==> config.mk <==
export PLATFORM = sky130hd
export DESIGN_NAME = int_gate_walk
export DESIGN_NICKNAME = d
export VERILOG_FILES = /design/src/rtl/int_gate_walk.sv
export SDC_FILE = /design/constraint.sdc
export NUM_CORES = 1
export LEC_CHECK = 0
export BUFFER_PORTS_ARGS = -buffer_cell sky130_fd_sc_hd__buf_4
export CAP_MARGIN = 20
export CELL_PAD_IN_SITES_DETAIL_PLACEMENT = 1
export CELL_PAD_IN_SITES_GLOBAL_PLACEMENT = 1
export CORE_MARGIN = 3
export CORE_UTILIZATION = 41
export CTS_CLUSTER_DIAMETER = 80
export DETAILED_ROUTE_END_ITERATION = 7
export PLACE_DENSITY_LB_ADDON = 0.08
export REMOVE_ABC_BUFFERS = 1
export SYNTH_ARGS = -nofsm -noshare
export SYNTH_HDL_FRONTEND = slang
export SYNTH_SLANG_ARGS = --single-unit
==> constraint.sdc <==
create_clock -name clk -period 3 [get_ports clk]
set_input_delay 0 -clock clk [delete_from_list [all_inputs] [get_ports clk]]
set_output_delay 0 -clock clk [all_outputs]
set_load 0.05 [all_outputs]
==> src/rtl/int_gate_walk.sv <==
module int_gate_walk #(
  parameter int VEC_W = 8,
  parameter int AW    = 32
) (
  input  logic             clk,
  input  logic             rst_n,
  input  logic             start,
  input  logic [VEC_W-1:0] vector,
  input  logic [AW-1:0]    idt_base,
  input  logic [AW-1:0]    gdt_base,
  output logic             rd_req,
  output logic [AW-1:0]    rd_addr,
  input  logic             rd_ack,
  input  logic [7:0]       rd_data,
  output logic             busy,
  output logic             done,
  output logic [15:0]      sel_out,
  output logic [31:0]      off_out,
  output logic [AW-1:0]    entry_out
);
  localparam int ENT_SH = 3;
  localparam int IDX_W  = ENT_SH;
  localparam logic [IDX_W-1:0] LAST = '1;

  typedef enum logic [1:0] {S_IDLE, S_GATE, S_DESC} st_t;

  st_t              st;
  logic [IDX_W-1:0] idx;
  logic [VEC_W-1:0] vec_q;
  logic [AW-1:0]    idt_q, gdt_q;
  logic [31:0]      off_q, base_q;
  logic [15:0]      sel_q;
  logic             done_q;

  logic [AW-1:0] gate_at, desc_at;
  assign gate_at = idt_q + (AW'(vec_q) << ENT_SH) + AW'(idx);
  assign desc_at = gdt_q + (AW'(sel_q[15:ENT_SH]) << ENT_SH) + AW'(idx);

  assign busy      = (st != S_IDLE);
  assign rd_req    = busy;
  assign rd_addr   = (st == S_DESC) ? desc_at : gate_at;
  assign done      = done_q;
  assign sel_out   = sel_q;
  assign off_out   = off_q;
  assign entry_out = AW'(base_q) + AW'(off_q);

  always_ff @(posedge clk) begin
    if (!rst_n) begin
      st     <= S_IDLE;
      idx    <= '0;
      vec_q  <= '0;
      idt_q  <= '0;
      gdt_q  <= '0;
      off_q  <= '0;
      sel_q  <= '0;
      base_q <= '0;
      done_q <= 1'b0;
    end else begin
      done_q <= 1'b0;
      case (st)
        S_IDLE: if (start) begin
          vec_q <= vector;
          idt_q <= idt_base;
          gdt_q <= gdt_base;
          idx   <= '0;
          st    <= S_GATE;
        end
        S_GATE: if (rd_ack) begin
          case (idx)
            3'd0: off_q[7:0]   <= rd_data;
            3'd1: off_q[15:8]  <= rd_data;
            3'd2: sel_q[7:0]   <= rd_data;
            3'd3: sel_q[15:8]  <= rd_data;
            3'd6: off_q[23:16] <= rd_data;
            3'd7: off_q[31:24] <= rd_data;
            default: ;
          endcase
          idx <= idx + 1'b1;
          if (idx == LAST) st <= S_DESC;
        end
        S_DESC: if (rd_ack) begin
          case (idx)
            3'd2: base_q[7:0]   <= rd_data;
            3'd3: base_q[15:8]  <= rd_data;
            3'd4: base_q[23:16] <= rd_data;
            3'd7: base_q[31:24] <= rd_data;
            default: ;
          endcase
          idx <= idx + 1'b1;
          if (idx == LAST) begin
            st     <= S_IDLE;
            done_q <= 1'b1;
          end
        end
        default: st <= S_IDLE;
      endcase
    end
  end
endmodule

==> results.md <==
- Latest clock arrival within the worst-skew pair: 0.44 ns
- Sequential fraction of design power: 0.411
- Endpoint of the worst hold path: st[1]$_SDFFE_PN0P_
- Fin worst setup slack: -0.236 ns
- Reg2Reg Depth: 6
- Tot Pwr: 5.54 mW
- Synth warn: 0
- Seq/Total Area, Yosys: 0.318
- Start-to-end type of the worst setup path: flop to output pin
- Worst clock skew: 0.00972 ns
- Most common cell after layout, fill and taps aside: sky130_fd_sc_hd__nand2_1
- Number of levels in the clock H-tree: 4
- First-pass iteration count of the detailed router: 4
- Commonest register cell after synthesis: sky130_fd_sc_hd__dfxtp_1
- Setup repair after global routing missed its margin: true
- Fraction of power spent switching nets: 0.323
- Min Tclk post-route: 3.24 ns
- Height of the die: 162 µm
- Hold Path Class: primary input to flop
- Combinational Power Share: 0.210
- Clock transition time at the flip-flop clock pins of the worst setup and hold paths: 0.07 ns
- Leakage: 5.89 nW
- Max transition margin: 0.410
- Arrival time at the worst endpoint: 3.24 ns
- Finished Cell Area: 14000 µm²
- Pre-CTS worst setup slack: -0.00201 ns
- Clock root buffer master: sky130_fd_sc_hd__clkbuf_16
- Synthesis-to-finish area growth: 40.9%
- Area of the core: 23700 µm²
- Required time of the critical path: 3.00 ns
- Outcome: complete, but fails checks
- Final setup violation count: 23
- Transition time at the pin with the least slew margin: 0.884 ns
- Slew Limit Fails: 0
- Maximum fanout along the worst path: 4
- Critical Path Start Type: flop
- Launch instance of the worst min-delay path: start
- Flip-flop and latch count after synthesis: 158
- Die area: 26200 µm²
- Final WL: 35000 µm
- Sw Pwr: 1.79 mW
- Number of input and output port buffers inserted: 198
- Final HPWL from detailed placement: 23100 µm
- Placed cells: 1737
- Commonest cells after routing, fill and taps aside: sky130_fd_sc_hd__nand2_1, sky130_fd_sc_hd__buf_4, sky130_fd_sc_hd__dfxtp_1
- EDFF count, synth: 0
- Antenna Diode Count: 0
- Utilization after layout: 0.592
- Design internal power: 3.75 mW
- Detailed-route vias per instance: 5.35
- Per-cell routed wire length: 18.6 µm
- Terminus of the critical flop-to-flop path: base_q[20]$_SDFFE_PN0P_
- Horizontal die dimension: 162 µm
- Worst flop-to-flop path startpoint: st[0]$_SDFFE_PN0P_
- Number of core rows: 56
- Initial antenna violation count: 0
- Clock share of power: 0.379
- Async SR Flop Fraction: 0
- Number of vias after detailed routing: 10100
- Final hold violation count: 0
- GPL Wtd Cong: 0.889
- Instance count of the mapped netlist: 1251
- Maximum clock insertion buffer count: 2
- Nets: 1701
- Combined area of all synthesized cells: 9960 µm²
- First-pass GRT wire length: 55000 µm
- CTS tree: done
- Overall overflow remaining after global route: 0
- Pwr Density: 395 nW/µm²
- Placement-stage cell area: 11900 µm²
- Routed Antenna Nets: 0
- Mean instance size in the synthesized netlist: 7.96 µm²
- Critical Path Source: idx[0]$_SDFFE_PN0P_
- Period utilization: 1.08
- Register-to-register setup slack: 0.77 ns
- Total routing resource utilization after global routing: 0.258
- CTS Buf Count: 17
- Top-Level Pins: 199
- F_max: 0.309 GHz
- Maximum number of pins on one net before global-route repair: 99
- Fraction of final layout cells with drive strength greater than 1: 0.258
- Worst-case vdd ir drop: 0.229 mV
- Starting utilization of the core area: 0.420
- Violations in the final reports: setup timing
- Count of maximum capacitance violations: 0
- Initial DRC Count: 415
- Number of cells in the finished layout apart from fillers: 1878
- Kind of end point of the critical path: output pin
- Number of library cell types mapped by synthesis: 72
- Cell count of the worst hold path: 4
- Via count of the first global-routing pass: 10400
- Residual DRC count: 0
- Clock net sink count: 158
## state kept, by name (all words and copies together) (netlist names)
register,cells
st,2
base_q,32
vec_q,8
done,1
gdt_q,32
off_out,32
sel_out,16
idx,3
idt_q,32
## cell type report
| cell class | instances | area [µm²] |
|---|---|---|
| fill | 2858 | 9650 |
| clock buffer | 19 | 443 |
| sequential | 158 | 3190 |
| tap | 319 | 399 |
| timing repair buffer | 339 | 2850 |
| multi-input combinational | 1007 | 6960 |
| inverter | 23 | 86.3 |
| clock inverter | 13 | 105 |
## metal layers
metal	up-vias	GRT usage	share of wire
li1	4916	-	-
met2	229	0.466	0.51
met1	4860	0.317	0.43
met3	49	0.0423	0.038
met4	0	0.0741	0.023
met5	-	0	0
## worst max path at each step
stage / endpoint / slack [ns] / cells after the start
after detailed placement: rd_addr[19] / -0.002 / 10
after global routing: rd_addr[16] / -0.38 / 13
after floorplan: rd_addr[24] / -0.70 / 10
after global placement: rd_addr[24] / 0.06 / 12
final: rd_addr[22] / -0.24 / 13
after CTS: rd_addr[16] / -0.26 / 13
## synthesized netlist by cell type (all sizes together) (18+ instances only)
master  number  area [µm²]
nand2      318        1190
dfxtp      158        3160
a21boi     141        1070
ha          68         851
clkbuf      58         218
a21oi       51         263
o21ai       47         235
nor2        46         175
xnor2       43         377
inv         23        86.3
nand3       23         115
nor2b       23         144
mux2i       22         220
xor2        22         193
a21o        19         145
and3        18         113
## cells by family after synthesis
kind of cell / Yosys count / share of synthesized area
flip-flops: 158 / 0.318
AO/OA/AOI/OAI: 345 / 0.253
XOR/XNOR: 65 / 0.0572
multiplexers: 24 / 0.0244
adder cells (fa/ha/maj): 71 / 0.0915
AND/OR/NAND/NOR: 502 / 0.222
buffers and inverters: 86 / 0.0344
## worst max-delay path, stage by stage, from the launching register on
cell and delay (ns):
sky130_fd_sc_hd__dfxtp_4 0.36, sky130_fd_sc_hd__ha_4 0.16, sky130_fd_sc_hd__fa_2 0.36, sky130_fd_sc_hd__a21o_1 0.18, sky130_fd_sc_hd__a21oi_2 0.19, sky130_fd_sc_hd__o21ai_2 0.08, sky130_fd_sc_hd__a311o_1 0.38, sky130_fd_sc_hd__a31oi_4 0.22
sky130_fd_sc_hd__buf_4 0.15, sky130_fd_sc_hd__buf_6 0.11, sky130_fd_sc_hd__nor3b_2 0.04, sky130_fd_sc_hd__xnor2_1 0.13, sky130_fd_sc_hd__mux2i_1 0.21, sky130_fd_sc_hd__buf_4 0.24
## metrics by stage
| stage | setup TNS [ns] | hold slack [ns] |
|---|---|---|
| floorplan | -5.98 | 0.122 |
| global placement | 0 | 0.266 |
| detailed placement | -0.00201 | 0.273 |
| CTS | -4.27 | 0.0345 |
| global route | -7.26 | 0.0957 |
| finish | -3.77 | 0.0403 |
## what timing repair did
| item | in CTS | in global routing |
|---|---|---|
| buffers inserted | 15 | 13 |
| setup endpoints to repair | 35 | 34 |
| endpoints found under the hold margin | 148 | 0 |
| resized for setup | 68 | 64 |
| pin swaps | 34 | 33 |
| hold buffers | 80 | 0 |
| gates cloned | 1 | 0 |
## power by group through the flow
stage | registers, mW | logic (mW) | clock network, mW
floorplan | 2.32 | 0.599 | 0
global placement | 2.31 | 1.00 | 0
detailed placement | 2.32 | 1.02 | 0
CTS | 2.27 | 1.13 | 2.14
global route | 2.29 | 1.26 | 2.23
finish | 2.28 | 1.16 | 2.10
Note: power is estimated with default switching activity, not from simulation.
